<file path="src/rtl/chsel_pkg.sv">
package chsel_pkg;
  localparam int CH_N    = 4;
  localparam int BYTE_W  = 8;
  localparam int STRAP_W = 2;
  localparam logic [4:0] DEV_PREFIX = 5'b11100;

  typedef enum logic [2:0] {
    ST_IDLE,
    ST_ADDR,
    ST_AACK,
    ST_WDAT,
    ST_WACK,
    ST_RDAT,
    ST_RACK
  } xfer_st_t;

  // 7-bit address compare: fixed prefix then strap bits, bit 0 is direction
  function automatic logic addr_hit(input logic [BYTE_W-1:0] b,
                                    input logic [STRAP_W-1:0] strap);
    return b[BYTE_W-1:1] == {DEV_PREFIX, strap};
  endfunction

  // Read byte: pending interrupts on top, applied channel bits below
  function automatic logic [BYTE_W-1:0] status_byte(input logic [CH_N-1:0] irq_n,
                                                    input logic [CH_N-1:0] ch);
    return {~irq_n, ch};
  endfunction
endpackage

</file>
<file path="src/rtl/line_filter.sv">
module line_filter #(
  parameter int FILT_LEN = 4
) (
  input  logic clk,
  input  logic rst_n,
  input  logic din,
  output logic dout
);
  localparam int CNT_W = $clog2(FILT_LEN + 1);

  logic s1, s2;
  logic [CNT_W-1:0] cnt;

  always_ff @(posedge clk or negedge rst_n) begin
    if (!rst_n) begin
      s1   <= 1'b1;
      s2   <= 1'b1;
      dout <= 1'b1;
      cnt  <= '0;
    end else begin
      s1 <= din;
      s2 <= s1;
      if (s2 == dout) begin
        cnt <= '0;
      end else if (cnt == CNT_W'(FILT_LEN - 1)) begin
        dout <= s2;
        cnt  <= '0;
      end else begin
        cnt <= cnt + 1'b1;
      end
    end
  end


  filt_hold_chk: assert property (@(posedge clk) disable iff (!rst_n)
    !$stable(dout) |-> ($past(s2) == dout && $past(s2, 2) == dout));
endmodule

</file>
<file path="src/rtl/cond_detect.sv">
module cond_detect (
  input  logic clk,
  input  logic rst_n,
  input  logic scl_f,
  input  logic sda_f,
  output logic start_p,
  output logic stop_p,
  output logic scl_rise,
  output logic scl_fall
);
  logic scl_q, sda_q;

  always_ff @(posedge clk or negedge rst_n) begin
    if (!rst_n) begin
      scl_q <= 1'b1;
      sda_q <= 1'b1;
    end else begin
      scl_q <= scl_f;
      sda_q <= sda_f;
    end
  end

  assign start_p  = scl_f & scl_q & sda_q & ~sda_f;
  assign stop_p   = scl_f & scl_q & ~sda_q & sda_f;
  assign scl_rise = scl_f & ~scl_q;
  assign scl_fall = ~scl_f & scl_q;


  cond_scl_high_chk: assert property (@(posedge clk) disable iff (!rst_n)
    (start_p || stop_p) |-> $past(scl_f));
endmodule

</file>
<file path="src/rtl/xfer_ctrl.sv">
module xfer_ctrl
  import chsel_pkg::*;
(
  input  logic               clk,
  input  logic               rst_n,
  input  logic               start_p,
  input  logic               stop_p,
  input  logic               scl_rise,
  input  logic               scl_fall,
  input  logic               scl_f,
  input  logic               sda_f,
  input  logic [STRAP_W-1:0] strap,
  input  logic [CH_N-1:0]    irq_n,
  output logic               sda_oe,
  output logic [CH_N-1:0]    chan_en
);
  localparam int BIT_W = $clog2(BYTE_W);

  xfer_st_t          st;
  logic [BIT_W-1:0]  bit_cnt;
  logic              full;
  logic [BYTE_W-1:0] shreg;
  logic [BYTE_W-1:0] tx;
  logic              is_read;
  logic [CH_N-1:0]   pend;
  logic              pend_v;
  logic              mst_ack;
  logic [CH_N-1:0]   chan_q;
  logic [BYTE_W-1:0] rd_val;
  logic              last_bit;

  assign rd_val   = status_byte(irq_n, chan_q);
  assign last_bit = (bit_cnt == BIT_W'(BYTE_W - 1));
  assign chan_en  = chan_q;

  always_ff @(posedge clk or negedge rst_n) begin
    if (!rst_n) begin
      st      <= ST_IDLE;
      bit_cnt <= '0;
      full    <= 1'b0;
      shreg   <= '0;
      tx      <= '0;
      is_read <= 1'b0;
      pend    <= '0;
      pend_v  <= 1'b0;
      mst_ack <= 1'b0;
      chan_q  <= '0;
      sda_oe  <= 1'b0;
    end else if (start_p) begin
      st      <= ST_ADDR;
      bit_cnt <= '0;
      full    <= 1'b0;
      sda_oe  <= 1'b0;
    end else if (stop_p) begin
      st     <= ST_IDLE;
      full   <= 1'b0;
      sda_oe <= 1'b0;
      if (pend_v) begin
        chan_q <= pend;
        pend_v <= 1'b0;
      end
    end else begin
      unique case (st)
        ST_ADDR, ST_WDAT: begin
          if (scl_rise) begin
            shreg   <= {shreg[BYTE_W-2:0], sda_f};
            bit_cnt <= bit_cnt + 1'b1;
            if (last_bit) full <= 1'b1;
          end else if (scl_fall && full) begin
            full <= 1'b0;
            if (st == ST_ADDR) begin
              if (addr_hit(shreg, strap)) begin
                sda_oe  <= 1'b1;
                is_read <= shreg[0];
                st      <= ST_AACK;
              end else begin
                st <= ST_IDLE;
              end
            end else begin
              pend   <= shreg[CH_N-1:0];
              pend_v <= 1'b1;
              sda_oe <= 1'b1;
              st     <= ST_WACK;
            end
          end
        end
        ST_AACK: begin
          if (scl_fall) begin
            bit_cnt <= '0;
            if (is_read) begin
              tx     <= rd_val;
              sda_oe <= ~rd_val[BYTE_W-1];
              st     <= ST_RDAT;
            end else begin
              sda_oe <= 1'b0;
              st     <= ST_WDAT;
            end
          end
        end
        ST_WACK: begin
          if (scl_fall) begin
            sda_oe <= 1'b0;
            st     <= ST_WDAT;
          end
        end
        ST_RDAT: begin
          if (scl_rise) begin
            bit_cnt <= bit_cnt + 1'b1;
            if (last_bit) full <= 1'b1;
          end else if (scl_fall) begin
            if (full) begin
              full   <= 1'b0;
              sda_oe <= 1'b0;
              st     <= ST_RACK;
            end else begin
              sda_oe <= ~tx[BYTE_W-2];
              tx     <= {tx[BYTE_W-2:0], 1'b0};
            end
          end
        end
        ST_RACK: begin
          if (scl_rise) begin
            mst_ack <= ~sda_f;
          end else if (scl_fall) begin
            if (mst_ack) begin
              bit_cnt <= '0;
              tx      <= rd_val;
              sda_oe  <= ~rd_val[BYTE_W-1];
              st      <= ST_RDAT;
            end else begin
              st <= ST_IDLE;
            end
          end
        end
        default: ;
      endcase
    end
  end


  apply_on_stop_chk: assert property (@(posedge clk) disable iff (!rst_n)
    !$stable(chan_q) |-> $past(stop_p));


  oe_scl_low_chk: assert property (@(posedge clk) disable iff (!rst_n)
    !$stable(sda_oe) |-> ($past(!scl_f) || $past(start_p) || $past(stop_p)));


  rack_release_chk: assert property (@(posedge clk) disable iff (!rst_n)
    (st == ST_RACK) |-> !sda_oe);


  ack_drive_chk: assert property (@(posedge clk) disable iff (!rst_n)
    (st == ST_AACK || st == ST_WACK) |-> sda_oe);


  idle_quiet_chk: assert property (@(posedge clk) disable iff (!rst_n)
    (st == ST_IDLE) |-> !sda_oe);
endmodule

</file>
<file path="src/rtl/chan_sel_slave.sv">
module chan_sel_slave
  import chsel_pkg::*;
#(
  parameter int FILT_LEN = 4
) (
  input  logic               clk,
  input  logic               rst_n,
  input  logic               scl_i,
  input  logic               sda_i,
  output logic               sda_oe,
  input  logic [STRAP_W-1:0] strap,
  input  logic [CH_N-1:0]    irq_n,
  output logic [CH_N-1:0]    chan_en
);
  localparam int LINES = 2;
  localparam int SCL_IX = 1;
  localparam int SDA_IX = 0;

  logic [LINES-1:0] raw_l, filt_l;
  logic start_p, stop_p, scl_rise, scl_fall;

  assign raw_l = {scl_i, sda_i};

  for (genvar g = 0; g < LINES; g++) begin : g_filt
    line_filter #(.FILT_LEN(FILT_LEN)) u_filt (
      .clk  (clk),
      .rst_n(rst_n),
      .din  (raw_l[g]),
      .dout (filt_l[g])
    );
  end

  cond_detect u_cond (
    .clk     (clk),
    .rst_n   (rst_n),
    .scl_f   (filt_l[SCL_IX]),
    .sda_f   (filt_l[SDA_IX]),
    .start_p (start_p),
    .stop_p  (stop_p),
    .scl_rise(scl_rise),
    .scl_fall(scl_fall)
  );

  xfer_ctrl u_xfer (
    .clk     (clk),
    .rst_n   (rst_n),
    .start_p (start_p),
    .stop_p  (stop_p),
    .scl_rise(scl_rise),
    .scl_fall(scl_fall),
    .scl_f   (filt_l[SCL_IX]),
    .sda_f   (filt_l[SDA_IX]),
    .strap   (strap),
    .irq_n   (irq_n),
    .sda_oe  (sda_oe),
    .chan_en (chan_en)
  );


  rst_clear_chk: assert property (@(posedge clk)
    !rst_n |-> (chan_en == '0 && !sda_oe));
endmodule

</file>
<file path="config.mk">
export PLATFORM = sky130hd
export DESIGN_NAME = chan_sel_slave
export DESIGN_NICKNAME = d
export VERILOG_FILES = /design/src/rtl/chsel_pkg.sv /design/src/rtl/line_filter.sv /design/src/rtl/cond_detect.sv /design/src/rtl/xfer_ctrl.sv /design/src/rtl/chan_sel_slave.sv
export SDC_FILE = /design/constraint.sdc
export NUM_CORES = 1
export LEC_CHECK = 0
export BUFFER_PORTS_ARGS = -buffer_cell sky130_fd_sc_hd__buf_4
export CAP_MARGIN = 20
export CORE_ASPECT_RATIO = 0.6
export CORE_MARGIN = 3
export CORE_UTILIZATION = 60
export CTS_CLUSTER_SIZE = 10
export DETAILED_ROUTE_END_ITERATION = 6
export HOLD_SLACK_MARGIN = 0.02
export PLACE_DENSITY = 0.79
export SLEW_MARGIN = 0
export SYNTH_ARGS = -nofsm -noshare
export SYNTH_HDL_FRONTEND = slang
export SYNTH_HIERARCHICAL = 1
export SYNTH_SLANG_ARGS = --single-unit
</file>
<file path="constraint.sdc">
create_clock -name clk -period 2.8 [get_ports clk]
set_input_delay 0.56 -clock clk [delete_from_list [all_inputs] [get_ports clk]]
set_output_delay 0.56 -clock clk [all_outputs]
set_load 0.02 [all_outputs]
</file>
# Word-level counts from Yosys, hierarchy flattened
# Cells that the tools add are included.
# totals
ff_bits,48
input_bits,10
out_inout_bits,5
# classes
n_addsub,3
n_eq_ne,41
n_mux,65
bitwise_logic,20
reduce_logical,22
# ops
cell,n
two-way mux 3 bit,25
two-way mux 7 bit,8
inequality test 4 x 3 -> 1 bit (second input constant),7
two-way mux 1 bit,26
AND reduction 11 bit,2
case mux 7 bit (3 select lines),1
case mux 3 bit (5 select lines),1
AND reduction 7 bit,2
equality test 3 x 2 -> 1 bit (second input constant),4
equality test 3 bit (second input constant),4
inequality test 2 bit (second input constant),6
inequality test 4 bit (second input constant),3
NOT 1 bit,12
inequality test 2 x 1 -> 1 bit (second input constant),5
inequality test 5 x 4 -> 1 bit (second input constant),2
AND reduction 10 bit,1
adder 3 x 1 -> 3 bit (second input constant),3
inequality test 3 x 2 -> 1 bit (second input constant),3
case mux 3 bit (3 select lines),1
AND reduction 4 bit,2
nonzero test 4 bit,2
bitwise AND 1 bit,7
equality test 7 bit,1
nonzero test 7 bit,1
18 further kinds,22

# Logic depth before layout (Yosys ltp)
# depth
word_depth,8
mapped_depth,8

# By module
# Netlist, hierarchy kept.
# modules_own_cells
mod,instances,cells_per_inst,area_each_um2,seq_area_each_um2
xfer_ctrl,1,178,1869.3,850.8
line_filter at g_filt[0].u_filt,1,13,232.7,153.9
line_filter at g_filt[1].u_filt,1,13,220.2,153.9
cond_detect,1,6,87.6,52.6

# Worst setup path before layout
# Ideal clock, no wire load.
# synth_path
path_kind,register -> register
startpoint,reg g_filt[0].u_filt.dout
endpoint,reg u_xfer.st[0]
t_arrival_ns,2.061
path_slack_ns,0.614
path_stages_with_launch,8
path_buffers,2
path_cell_list,dfstp_2 > and4b_1 > clkbuf_1 > or2_1 > buf_6 > nor4_1 > or2_4 > mux2_4
# synth_via
elab_chain_cells,4
word_cells_on_any_way,16
cone_classes,eq/ne (9); mux (2); bitwise (3); reduce/logical (2)
# synth_lines
element,line_no,text
from (decl),line_filter.sv:7,output logic dout
from (signal assigned),line_filter.sv:18,dout <= 1'b1;
from (signal assigned),line_filter.sv:26,dout <= s2;
NOT 1 bit *,cond_detect.sv:23,assign start_p = scl_f & scl_q & sda_q & ~sda_f;
bitwise AND 1 bit *,cond_detect.sv:23,
via start_p,chan_sel_slave.sv:20,"logic start_p, stop_p, scl_rise, scl_fall;"
inequality test 4 x 3 -> 1 bit (no source line) (tied with other cells),n/a,
AND reduction 10 bit (no source line),n/a,
to (signal assigned),xfer_ctrl.sv:38,st <= ST_IDLE;
to (signal assigned),xfer_ctrl.sv:50,st <= ST_ADDR;
to (signal assigned),xfer_ctrl.sv:55,st <= ST_IDLE;
to (decl),xfer_ctrl.sv:19,xfer_st_t st;
# Mark *: on every way through the listed nets, which the timed path passes. The rest lies on a longest branch.
# A chain may end at the register's enable or synchronous reset.

# Worst setup path after layout
# Ends and elaborated chain as after synthesis.

==> run metrics <==
status complete, no violations; std cell rows 17; io pins 15; CTS Buffer Depth 2; Slew Limit Fails 0; CTS tree built; Die Area a little under 5000 um2; Layout area overhead 9.92%; Synth Cell Area about 2400 um2; first-pass GRT wire length 7.60 mm; critical path startpoint category flip-flop; Crit Reg-Reg Endpoint u_xfer/st[0]; worst r2r src g_filt[0].u_filt/dout; drt pass-1 iters 4; PortBufs 14; Seq cells post-synth 48; antenna-violating nets left 0; Slew @ Worst Pin ~590 ps; core region area 3760 um2; Critical Path Fanout Max 8; DP Wirelength between 3 and 4 mm; CP cell instances and4b_1 > or2_1 > nor4_1 > or2_4 > mux2_4; Worst Skew 13.0 ps; Hold Crit Class in2async; Total Routing Usage GR 21.3%; Synth area leaders dfrtp_1 (42%), dfstp_2 (8.7%), mux2_2 (6.5%); Crit. path cell count 5; vias per inst a little under 6; crit path capture u_xfer/st[0]; Largest stage delay, worst path 600 ps; TritonCTS Buffers 5; asr flop ratio synth 100%; drt initial violations between 200 and 250; f_max between 400 and 500 MHz; top-area cell type share of the netlist area about two fifths; clock slew at reported path FFs ~100 ps; commonest cells after routing, fill and taps aside dfrtp_1 (40), nor2_1 (19), buf_4 (17); worst path arrival time 2450 ps; Bufs and invs on worst path 0; wire per inst about 17 um; crit path from g_filt[0].u_filt/dout; post-CTS setup buffers 0; antenna cell count 0; DIE HEIGHT ~55 um; setup slack after layout roughly 550 ps; final setup violation count 0; Final Power around 0.0027 W; Clk Latency, worst-skew pair approximately 300 ps; PwrDens roughly 1000 nW/um2; delay-heaviest family, CP simple AND/OR/NAND/NOR gates; Clock Sinks 48; CP endpoint kind flip-flop; Gate Count Post-Synth between 200 and 250; ratio of cells with drive above 1 in the final layout between 20% and 30%; gr ovfl total 0; cell area after layout between 2000 and 3000 um2; width of the die 87.8 um; CTS HTree Levels 2; dpl ws 579 ps; Yosys cell types 54; Max-cap violations 0; Final min period between 2000 and 2500 ps; Slew HR between 60% and 70%; flop2flop setup slack roughly 550 ps; vias in the first global route ~1500; Post-Synthesis Net Count roughly 220; GPL Wtd Cong 0.932; TNS Setup 0 ps; Avg Cell Area, Syn 11.5 um2; post-CTS sizing 0; Leak between 1 and 1.5 nW; RSZ-0062 raised after global routing false; commonest non-fill, non-tap cell in the layout dfrtp_1; Post-synth EDFFs 0; minimum hold slack around 250 ps; worst path required time 2990 ps; register area share after synthesis 50.3%; WL final ~4.6 mm; Top FF cell, synth dfrtp_1; Slowest-stage cell, CP dfstp_2; cell taking the most area after synthesis dfrtp_1; Final #Nets approximately 240; Hold Vio Cnt, Final 0; clock root buffer clkbuf_8; vias post-DR 1597; worst setup path category reg2reg; initial core utilization 64.0%; Cell Area, Placed about 2500 um2; Hold-fix buffers, CTS 0; Max IR drop VDD around 0.5 mV; fin crit share between 80 and 90%; largest net degree at the start of global routing 49; initial antenna violation count 0; Synth Warn # 6; drc violations 0; Register-to-Register Path Depth 5
flip-flops by register name (all words and copies together), names as in the netlist, 3 cells and up:
name,flops
u_xfer/shreg,8
u_xfer/tx,7
g_filt.u_filt/cnt,6
u_xfer/chan_en,4
u_xfer/pend,4
u_xfer/bit_cnt,3
u_xfer/st,3
synthesized netlist by cell type, types with 4 or more instances:
library cell,instances
dfrtp_1,40
nor2_1,19
a21oi_1,15
mux2_2,14
nand2_1,9
dfstp_2,8
inv_1,7
o21ai_0,6
mux2_1,5
mux2i_1,5
nand3_1,5
ha_1,4
nand2b_1,4
nor3_1,4
cell families after synthesis:
| logic type | Yosys count | synth area share [%] |
|---|---|---|
| and+or+nand+nor | 71 | 18.3 |
| DFF | 48 | 50.3 |
| AOI/OAI and AO/OA | 39 | 10.7 |
| muxes | 26 | 12.2 |
| buffers and inverters | 17 | 4.62 |
| xor gates and xnor gates | 5 | 1.82 |
| adders and majority gates | 4 | 2.08 |
through the flow:
step | instances | utilization (%)
6_report | 272 | 70.4
5_1_grt | 272 | 70.4
4_1_cts | 272 | 70.4
3_5_place_dp | 264 | 66.7
3_3_place_gp | 264 | 66.7
2_1_floorplan | 210 | -
layout make-up:
type                    instances  area, um2
flip-flops and latches         48       1210
fillers                       264       1120
multi-input cells             145       1090
repair buffers                 17        128
clock buffers                   5       68.8
clock inverters                 3       68.8
well taps                      47       58.8
inverters                       7       26.3
per-layer routing:
layer / wire length (um) / share of wire (%) / vias up / GRT usage, %
met5: 0 / 0 / - / 0
met1: 2170 / 47 / 774 / 31.0
met2: 2130 / 46 / 48 / 31.3
li1: - / - / 770 / -
met3: 255 / 5.5 / 5 / 5.33
met4: 43 / 0.93 / 0 / 7.14
how the worst min path moves through the flow:
stage	to	cells after the start
final	u_xfer/bit_cnt[2]	1
after global routing	u_xfer/full	1
after CTS	u_xfer/full	1
after detailed placement	g_filt[1].u_filt/s2	0
after global placement	g_filt[1].u_filt/s2	0
after floorplan	g_filt[0].u_filt/cnt[0]	0
report_power, final:
| part | internal, W | total, W | switching (W) |
|---|---|---|---|
| Clock | 0.000359 | 0.000599 | 0.000240 |
| Combinational | 0.000473 | 0.000964 | 0.000490 |
| Sequential | 0.000881 | 0.00109 | 0.000212 |
No activity file was read; power rests on OpenSTA's default activity.
